==> src/rtl/pse_seq_pkg.sv <==
package pse_seq_pkg;

    typedef enum logic [2:0] {
        ST_IDLE,
        ST_DETECT,
        ST_CLASSIFY,
        ST_BACKOFF,
        ST_DONE
    } seq_state_e;

endpackage

==> src/rtl/pse_tick_gen.sv <==
// Free-running prescaler: one-cycle tick every DIV clocks (DIV >= 2).
module pse_tick_gen #(
    parameter int unsigned DIV = 5_000_000
) (
    input  logic clk,
    input  logic rst_n,
    output logic tick
);
    localparam int unsigned CW = $clog2(DIV);
    localparam logic [CW-1:0] LAST = CW'(DIV - 1);

    logic [CW-1:0] cnt_q;

    always_ff @(posedge clk) begin
        if (!rst_n) begin
            cnt_q <= '0;
        end else if (cnt_q == LAST) begin
            cnt_q <= '0;
        end else begin
            cnt_q <= cnt_q + 1'b1;
        end
    end

    assign tick = (cnt_q == LAST);

endmodule

==> src/rtl/pse_cadence_reg.sv <==
// Per-port cadence enable bits, strapped at reset, writable afterwards.
module pse_cadence_reg #(
    parameter int unsigned NUM_PORTS = 4,
    parameter int unsigned REG_W     = 8
) (
    input  logic                 clk,
    input  logic                 rst_n,
    input  logic                 strap_midspan,
    input  logic                 strap_auto,
    input  logic                 wr_en,
    input  logic [NUM_PORTS-1:0] wr_data,
    output logic [REG_W-1:0]     rd_data,
    output logic [NUM_PORTS-1:0] bko_en
);
    logic [NUM_PORTS-1:0] bits_q;

    always_ff @(posedge clk) begin
        if (!rst_n) begin
            bits_q <= {NUM_PORTS{strap_midspan & strap_auto}};
        end else if (wr_en) begin
            bits_q <= wr_data;
        end
    end

    assign rd_data = REG_W'(bits_q);
    assign bko_en  = bits_q;

endmodule

==> src/rtl/pse_port_seq.sv <==
// One port's detect / classify / back-off sequencer.
module pse_port_seq
    import pse_seq_pkg::*;
#(
    parameter int unsigned BACKOFF_TICKS = 22
) (
    input  logic clk,
    input  logic rst_n,
    input  logic tick,
    input  logic det_en,
    input  logic cls_en,
    input  logic bko_en,
    input  logic start,
    input  logic det_valid,
    input  logic det_pass,
    input  logic cls_done,
    output logic det_start,
    output logic cls_start,
    output logic seq_done
);
    localparam int unsigned CW = $clog2(BACKOFF_TICKS + 1);
    localparam logic [CW-1:0] LAST = CW'(BACKOFF_TICKS - 1);

    seq_state_e    state_q, state_d;
    logic          launch_det, launch_cls, wait_clr;
    logic [CW-1:0] wait_q;

    // next-state and launch decisions
    always_comb begin
        state_d    = state_q;
        launch_det = 1'b0;
        launch_cls = 1'b0;
        wait_clr   = 1'b0;
        unique case (state_q)
            ST_IDLE: begin
                if (start) begin
                    if (det_en) begin
                        state_d    = ST_DETECT;
                        launch_det = 1'b1;
                    end else if (cls_en) begin
                        state_d    = ST_CLASSIFY;
                        launch_cls = 1'b1;
                    end else begin
                        state_d = ST_DONE;
                    end
                end
            end
            ST_DETECT: begin
                if (det_valid) begin
                    if (det_pass) begin
                        if (cls_en) begin
                            state_d    = ST_CLASSIFY;
                            launch_cls = 1'b1;
                        end else begin
                            state_d = ST_DONE;
                        end
                    end else if (bko_en) begin
                        state_d  = ST_BACKOFF;
                        wait_clr = 1'b1;
                    end else if (det_en) begin
                        state_d    = ST_DETECT;
                        launch_det = 1'b1;
                    end else if (cls_en) begin
                        state_d    = ST_CLASSIFY;
                        launch_cls = 1'b1;
                    end else begin
                        state_d = ST_IDLE;
                    end
                end
            end
            ST_BACKOFF: begin
                if (!det_en && !cls_en) begin
                    state_d = ST_IDLE;
                end else if (tick && wait_q == LAST) begin
                    if (det_en) begin
                        state_d    = ST_DETECT;
                        launch_det = 1'b1;
                    end else begin
                        state_d    = ST_CLASSIFY;
                        launch_cls = 1'b1;
                    end
                end
            end
            ST_CLASSIFY: begin
                if (cls_done) begin
                    state_d = ST_DONE;
                end
            end
            ST_DONE: begin
                state_d = ST_IDLE;
            end
            default: begin
                state_d = ST_IDLE;
            end
        endcase
    end

    // state register
    always_ff @(posedge clk) begin
        if (!rst_n) begin
            state_q <= ST_IDLE;
        end else begin
            state_q <= state_d;
        end
    end

    // back-off tick counter
    always_ff @(posedge clk) begin
        if (!rst_n || wait_clr) begin
            wait_q <= '0;
        end else if (state_q == ST_BACKOFF && tick) begin
            wait_q <= wait_q + 1'b1;
        end
    end

    // registered output pulses
    always_ff @(posedge clk) begin
        if (!rst_n) begin
            det_start <= 1'b0;
            cls_start <= 1'b0;
            seq_done  <= 1'b0;
        end else begin
            det_start <= launch_det;
            cls_start <= launch_cls;
            seq_done  <= (state_d == ST_DONE);
        end
    end

endmodule

==> src/rtl/pse_seq_top.sv <==
module pse_seq_top
    import pse_seq_pkg::*;
#(
    parameter int unsigned NUM_PORTS     = 4,
    parameter int unsigned REG_W         = 8,
    parameter int unsigned TICK_DIV      = 5_000_000,
    parameter int unsigned BACKOFF_TICKS = 22
) (
    input  logic                 clk,
    input  logic                 rst_n,
    input  logic                 midspan_pin,
    input  logic                 auto_pin,
    input  logic                 bko_wr,
    input  logic [NUM_PORTS-1:0] bko_wr_data,
    output logic [REG_W-1:0]     bko_rd_data,
    input  logic [NUM_PORTS-1:0] det_en,
    input  logic [NUM_PORTS-1:0] cls_en,
    input  logic [NUM_PORTS-1:0] start,
    input  logic [NUM_PORTS-1:0] det_valid,
    input  logic [NUM_PORTS-1:0] det_pass,
    input  logic [NUM_PORTS-1:0] cls_done,
    output logic [NUM_PORTS-1:0] det_start,
    output logic [NUM_PORTS-1:0] cls_start,
    output logic [NUM_PORTS-1:0] seq_done
);
    logic                 tick;
    logic [NUM_PORTS-1:0] bko_en;

    pse_tick_gen #(
        .DIV (TICK_DIV)
    ) u_tick (
        .clk   (clk),
        .rst_n (rst_n),
        .tick  (tick)
    );

    pse_cadence_reg #(
        .NUM_PORTS (NUM_PORTS),
        .REG_W     (REG_W)
    ) u_reg (
        .clk           (clk),
        .rst_n         (rst_n),
        .strap_midspan (midspan_pin),
        .strap_auto    (auto_pin),
        .wr_en         (bko_wr),
        .wr_data       (bko_wr_data),
        .rd_data       (bko_rd_data),
        .bko_en        (bko_en)
    );

    for (genvar p = 0; p < NUM_PORTS; p++) begin : g_port
        pse_port_seq #(
            .BACKOFF_TICKS (BACKOFF_TICKS)
        ) u_seq (
            .clk       (clk),
            .rst_n     (rst_n),
            .tick      (tick),
            .det_en    (det_en[p]),
            .cls_en    (cls_en[p]),
            .bko_en    (bko_en[p]),
            .start     (start[p]),
            .det_valid (det_valid[p]),
            .det_pass  (det_pass[p]),
            .cls_done  (cls_done[p]),
            .det_start (det_start[p]),
            .cls_start (cls_start[p]),
            .seq_done  (seq_done[p])
        );
    end

endmodule

==> config.mk <==
export PLATFORM = sky130hd
export DESIGN_NAME = pse_seq_top
export DESIGN_NICKNAME = d
export VERILOG_FILES = /design/src/rtl/pse_seq_pkg.sv /design/src/rtl/pse_tick_gen.sv /design/src/rtl/pse_cadence_reg.sv /design/src/rtl/pse_port_seq.sv /design/src/rtl/pse_seq_top.sv
export SDC_FILE = /design/constraint.sdc
export NUM_CORES = 1
export LEC_CHECK = 0
export ABC_AREA = 1
export BUFFER_PORTS_ARGS = -buffer_cell sky130_fd_sc_hd__buf_4
export CORE_ASPECT_RATIO = 0.7
export CORE_MARGIN = 1.5
export CORE_UTILIZATION = 45
export CTS_CLUSTER_SIZE = 8
export DETAILED_ROUTE_END_ITERATION = 8
export PLACE_DENSITY = 0.68
export SETUP_SLACK_MARGIN = 0.05
export SYNTH_ARGS = -nofsm -noshare
export SYNTH_HDL_FRONTEND = slang
export SYNTH_SLANG_ARGS = --single-unit
==> constraint.sdc <==
create_clock -name clk -period 1.6 [get_ports clk]
set_input_delay 0.32 -clock clk [delete_from_list [all_inputs] [get_ports clk]]
set_output_delay 0.32 -clock clk [all_outputs]
set_load 0.02 [all_outputs]
### Word-level counts from Yosys, hierarchy flattened

Cells that the tools add are included.

| storage, ports and cells | value |
|---|---|
| register bits after elaboration | 71 |
| output and inout port bits | 20 |
| word-level logic and storage cells | 223 |
| bits of input ports | 33 |

| cells by class | value |
|---|---|
| mux-type cells | 142 |
| bitwise logic cells | 2 |
| equality and inequality tests | 22 |
| add/subtract/negate cells | 5 |
| reduce and logical (&&, ||, !) cells | 30 |

Operator list:

| cell | count |
|---|---|
| 2-to-1 mux 3 bit | 40 |
| 2-to-1 mux 1 bit | 80 |
| case mux 3 bit (4 select lines) | 4 |
| equality test 3 x 2 -> 1 bit, second input constant | 8 |
| case mux 1 bit (3 select lines) | 8 |
| adder 23 x 1 -> 23 bit, second input constant | 1 |
| equality test 23 bit, second input constant | 1 |
| adder 5 x 1 -> 5 bit, second input constant | 4 |
| equality test 5 bit, second input constant | 4 |
| 2-to-1 mux 2 bit | 8 |
| equality test 3 x 1 -> 1 bit, second input constant | 4 |
| equality test 3 bit, second input constant | 4 |
| logical AND 1 bit | 12 |
| logical NOT 3 bit | 4 |
| logical NOT 1 bit | 9 |
| 2-to-1 mux 4 bit | 2 |
| logical OR 1 bit | 4 |
| inequality test 2 x 1 -> 1 bit, second input constant | 1 |
| OR reduction 2 bit | 1 |
| AND 1 bit | 1 |
| NOT 1 bit | 1 |

### Depth between registers and ports, before layout

| logic depth | value |
|---|---|
| depth after elaboration | 7 |
| mapped depth | 10 |
| mapped depth without buffers | 10 |

### Cells and area by module

Synthesis repeated with hierarchy kept, for this count alone.

| unflattened totals | value |
|---|---|
| cell total of the unflattened synthesis | 652 |
| area, all modules | 4301.6 um^2 |

Modules (own cells, without submodules):

| module | area an instance (um^2) | cells each | seq. area each (um^2) | instances |
|---|---|---|---|---|
| pse_port_seq | 694.4 | 108 | 220.2 | 4 |
| pse_tick_gen | 1295.0 | 196 | 460.4 | 1 |
| pse_cadence_reg | 229.0 | 24 | 120.1 | 1 |

### Worst setup path before layout

Ideal clock, no wire load.

| path | value |
|---|---|
| path kind | flip-flop to flip-flop |
| from | register u_tick.cnt_q[0] |
| to | register u_tick.cnt_q[11] |
| setup slack | 0.172 ns |
| required time | 1.478 ns |
| cell stages (with the launch flop) | 10 |
| path buffers | 1 |
| library setup time | 0.122 ns |
| clock period less this slack | 1.428 ns |
| arrival | 1.307 ns |
| cell sequence | dfxtp_1 -> ha_1 -> nand2_1 -> nor2_2 -> nand2_1 -> nor2_4 -> nand2_4 -> nand2_4 -> buf_6 -> a21oi_1 |

| on the way | value |
|---|---|
| longest elaborated chain between the ends | 2 |
| elaborated cells on any way between the ends | 3 |
| those cells by class | 1 x add/sub; 1 x eq/ne; 1 x reduce/logical |

RTL lines:

| element | line | source |
|---|---|---|
| start: declaration | pse_tick_gen.sv:12 | `logic [CW-1:0] cnt_q;` |
| start signal: assignment | pse_tick_gen.sv:20 | `cnt_q <= cnt_q + 1'b1;` |
| parallel branches: the longest is 2 deep, another holds adder 23 x 1 -> 23 bit | n/a |  |

Several ways; the timed one is not identified.
A chain may end at the register's enable or synchronous reset.

### Worst setup path in the final report

| path | value |
|---|---|
| from | register u_tick.cnt_q[1] |
| to | register g_port[2].u_seq.wait_q[0] |

| on the way | value |
|---|---|
| longest elaborated chain between the ends | 2 |

RTL lines:

| element | line | source |
|---|---|---|
| equality test 23 bit | pse_tick_gen.sv:24 | `assign tick = (cnt_q == LAST);` |
| logical AND 1 bit | pse_port_seq.sv:111 | `end else if (state_q == ST_BACKOFF && tick) begin` |
| end signal: assignment | pse_port_seq.sv:112 | `wait_q <= wait_q + 1'b1;` |
| end: declaration | pse_port_seq.sv:26 | `logic [CW-1:0] wait_q;` |

Every way passes these cells.

==> impl_metrics.py <==
metrics = {
    "pwr": {
        "power.density_nw_per_um2": 857,
        "ir_worst_vdd_mv": 0.593,
        "p_leak_nw": 2.19,
    },
    "synth": {
        "ys_warn_count": 0,
        "yosys_register_bits": 71,
        "synth.area.mux_share_pct": 0,
        "synth_simple_gate_area_share_pct": 38.5,
        "netlist_area_sq_um": 4180,
        "synth-compound-area-share_pct": 7.75,
        "dominantRegCellSynth": "sky130_fd_sc_hd__dfxtp_1",
        "syn_avg_cell_area_sq_um": 7.00,
        "synth-async-reset-ratio_pct": 0,
        "seq_area_frac_synth_pct": 34.9,
        "synth_top_family_by_area": "simple AND/OR/NAND/NOR gates",
        "yosys.cell_types.count": 34,
        "synthesis.instances": 597,
        "synthXorXnorAreaFrac_pct": 4.40,
        "synth_fa_ha_area_share_pct": 2.69,
        "synth_enable_flop_cells": 4,
    },
    "timing": {
        "setup_viol": 0,
        "timing_max_transition_violations_final": 0,
        "grt_setup_unrepaired": "true",
        "setup_tns_ns": 0,
        "final_hold_viol_count": 0,
        "final_critical_path_setup_slack_ns": 0.0647,
        "finalWorstPathRequiredPeriod_ns": 1.54,
        "clock_skew_ns": 0.00827,
        "timing.final.crit_share_pct": 96.0,
        "clock.fmax_ghz": 0.651,
    },
    "route": {
        "dr_total_vias": 4077,
        "post_drt_via_cell_ratio": 5.17,
        "detail_route.drc_violations": 0,
        "drt_pass1_iterations": 5,
        "totalWireLength_um": 10200,
        "ant_nets": 0,
        "drtIter0Drc": 299,
        "route.detailed.wl_per_inst_um": 12.9,
    },
    "hold_path": {
        "min_to": "u_reg.bko_en[3]",
        "hold_depth": 3,
        "holdCritPathClass": "primary input to register",
        "hold_path_startpoint": "bko_wr_data[3]",
    },
    "cts": {
        "clk_latency_ns": 0.34,
        "numClockSinks": 71,
        "clkSlewWorstSetupHoldPaths_ns": 0.06,
        "clock-root-buffer": "sky130_fd_sc_hd__clkbuf_16",
        "cts_inserted_buffers": 9,
        "clock_tree.buffer_depth": 2,
        "clock_tree.htree_level_count": 3,
        "tritoncts": "yes",
    },
    "cells_and_area": {
        "layout.cells.most_common_list": "sky130_fd_sc_hd__nand2_1 (100), sky130_fd_sc_hd__nor2_1 (78), sky130_fd_sc_hd__buf_4 (71), sky130_fd_sc_hd__inv_1 (70), sky130_fd_sc_hd__dfxtp_1 (60)",
        "syn2layout_area_growth_pct": 24.1,
        "area.sequential_sq_um": 1470,
        "final_cell_utilization_of_the_core_pct": 57.4,
        "final_nets": 702,
        "layout-drive-gt1-share_pct": 21.7,
        "n_antenna_cell": 0,
        "multiInputGateArea_sq_um": 2380,
        "num-fill-cells": 801,
        "final_common_cell": "sky130_fd_sc_hd__nand2_1",
    },
    "grt": {
        "grt_start_max_net_pins": 24,
        "groute.usage.overall_pct": 20.9,
        "global_route.overflow_total": 0,
        "antenna_found_initial": 0,
        "grt_pass1_wl_um": 16800,
        "first_global_vias": 3726,
    },
    "die": {
        "fp.dieW_um": 118,
        "core-area_sq_um": 9030,
        "floorplan.initialDensity_pct": 46.3,
        "boundaryPins": 53,
        "row_count": 29,
        "die_area_sq_um": 9890,
        "fp.dieH_um": 83.7,
    },
    "setup_path": {
        "slowest_delay_ns": 0.35,
        "rr_endpoint": "g_port[2].u_seq.wait_q[0]",
        "critical_path.startpoint_type": "register",
        "r2r_slack_ns": 0.06,
        "cpMaxStageDelayCell": "sky130_fd_sc_hd__dfxtp_2",
        "critPathMostFrequentCell": "sky130_fd_sc_hd__nor2_4",
        "crit_path_end_kind": "register",
        "cp_cell_sequence": "ha_4 -> nand2_4 -> nor2_4 -> nand3_4 -> nor2_4 -> nand3_1 -> nand2_1 -> a21oi_1",
        "cp_max_fo": 6,
        "critPathKind": "register to register",
        "reg2reg_from": "u_tick.cnt_q[1]",
        "crit_required_ns": 1.82,
        "data_arrival_at_the_endpoint_of_the_critical_path_ns": 1.76,
        "worst-r2r-cell-count": 8,
    },
    "place": {
        "place_congestion": 0.869,
        "port_buffers": 48,
        "detailedPlacementHpwl_um": 7550,
        "preCtsSetupSlack_ns": -0.0484,
    },
    "run_status": {
        "outcome": "complete, no violations",
    },
    "flow_run": {
        "maxCapViolCount": 0,
    },
}
## what timing repair did
action | 4_1_cts | 5_1_grt
resized for setup | 9 | 31
hold buffers | 0 | 0
setup endpoints to repair | 44 | 59
pin swaps | 3 | 11
setup buffers | 0 | 6
endpoints found under the hold margin | 0 | 0
gates cloned | 1 | 0
## synth_stat cells (3+ instances only)
cell / number / area, sq um
sky130_fd_sc_hd__o21ai_0: 4 / 20.0
sky130_fd_sc_hd__nor2_2: 6 / 37.5
sky130_fd_sc_hd__ha_1: 9 / 113
sky130_fd_sc_hd__xor2_1: 12 / 105
sky130_fd_sc_hd__nand3_1: 57 / 285
sky130_fd_sc_hd__a21oi_1: 52 / 260
sky130_fd_sc_hd__nand3b_1: 5 / 37.5
sky130_fd_sc_hd__xnor2_1: 9 / 78.8
sky130_fd_sc_hd__nor3_1: 13 / 65.1
sky130_fd_sc_hd__buf_4: 21 / 158
sky130_fd_sc_hd__inv_1: 71 / 267
sky130_fd_sc_hd__or2_2: 6 / 37.5
sky130_fd_sc_hd__a31oi_1: 6 / 37.5
sky130_fd_sc_hd__clkbuf_1: 3 / 11.3
sky130_fd_sc_hd__nand2_1: 105 / 394
sky130_fd_sc_hd__edfxtp_1: 4 / 120
sky130_fd_sc_hd__nor2_4: 5 / 56.3
sky130_fd_sc_hd__nand4_1: 40 / 250
sky130_fd_sc_hd__buf_6: 4 / 45.0
sky130_fd_sc_hd__nor2_1: 80 / 300
sky130_fd_sc_hd__nand2_2: 3 / 18.8
sky130_fd_sc_hd__dfxtp_1: 67 / 1340
## flip-flops by register name (all words and copies together) (netlist names)
signal	flops
g_port.u_seq.cls_start	4
g_port.u_seq.wait_q	20
g_port.u_seq.det_start	4
u_reg.bko_en	4
u_tick.cnt_q	23
g_port.u_seq.state_q	12
g_port.u_seq.seq_done	4
## worst max path at each step
stage / start / end / slack [ns] / cells past startpoint
after floorplan: u_tick.cnt_q[0] / u_tick.cnt_q[11] / 0.17 / 9
after global placement: u_tick.cnt_q[0] / g_port[1].u_seq.wait_q[2] / 0.009 / 8
after detailed placement: u_tick.cnt_q[0] / g_port[1].u_seq.wait_q[3] / -0.05 / 8
after CTS: u_tick.cnt_q[0] / g_port[0].u_seq.wait_q[2] / 0.05 / 8
after global routing: u_tick.cnt_q[1] / g_port[1].u_seq.wait_q[4] / -0.04 / 8
final: u_tick.cnt_q[1] / g_port[2].u_seq.wait_q[0] / 0.06 / 8
## critical path, delay by kind of cell, from the launching register on
kind,cells,cell delay [ns]
AOI/OAI and AO/OA,1,0.06
DFF,1,0.35
and+or+nand+nor,6,0.84
adders and majority gates,1,0.18
## per-layer routing
metal / GRT usage (%) / vias up / part of all wire, %
li1: - / 2077 / -
met1: 28.2 / 1848 / 47
met2: 31.8 / 125 / 45
met3: 4.99 / 27 / 5.4
met4: 9.20 / 0 / 2.2
met5: 0 / - / 0
## area by class of cell
cell class / count / area share [%]
Inverter: 72 / 5.21
Clock buffer: 10 / 4.41
Tap cell: 124 / 2.99
Sequential cell: 71 / 28.3
Timing Repair Buffer: 76 / 11.5
Clock inverter: 6 / 1.64
Multi-Input combinational cell: 430 / 45.9
## through the flow
stage	instances	cell area, sq um	hold slack [ns]	total power, W
detailed placement	766	4670	0.456	0.00233
global route	789	5190	0.267	0.00462
floorplan	600	4190	0.418	0.00219
CTS	783	5020	0.250	0.00448
finish	789	5190	0.253	0.00445
global placement	766	4670	0.453	0.00232
## cells by family (layout without fill, tap and decap cells)
| family | Yosys count | count (layout) |
|---|---|---|
| other cells | 1 | 4 |
| fa+ha+maj | 9 | 9 |
| buf+inv | 100 | 164 |
| simple gates | 332 | 333 |
| xor+xnor | 21 | 21 |
| flops | 71 | 71 |
| compound gates | 63 | 63 |
## power breakdown
part | switching [W] | internal [W] | total (W)
logic | 0.000256 | 0.000178 | 0.000433
clock network | 0.000774 | 0.00136 | 0.00213
registers | 0.0000411 | 0.00184 | 0.00188
total | 0.00107 | 0.00338 | 0.00445
No activity file was read; power rests on OpenSTA's default activity.
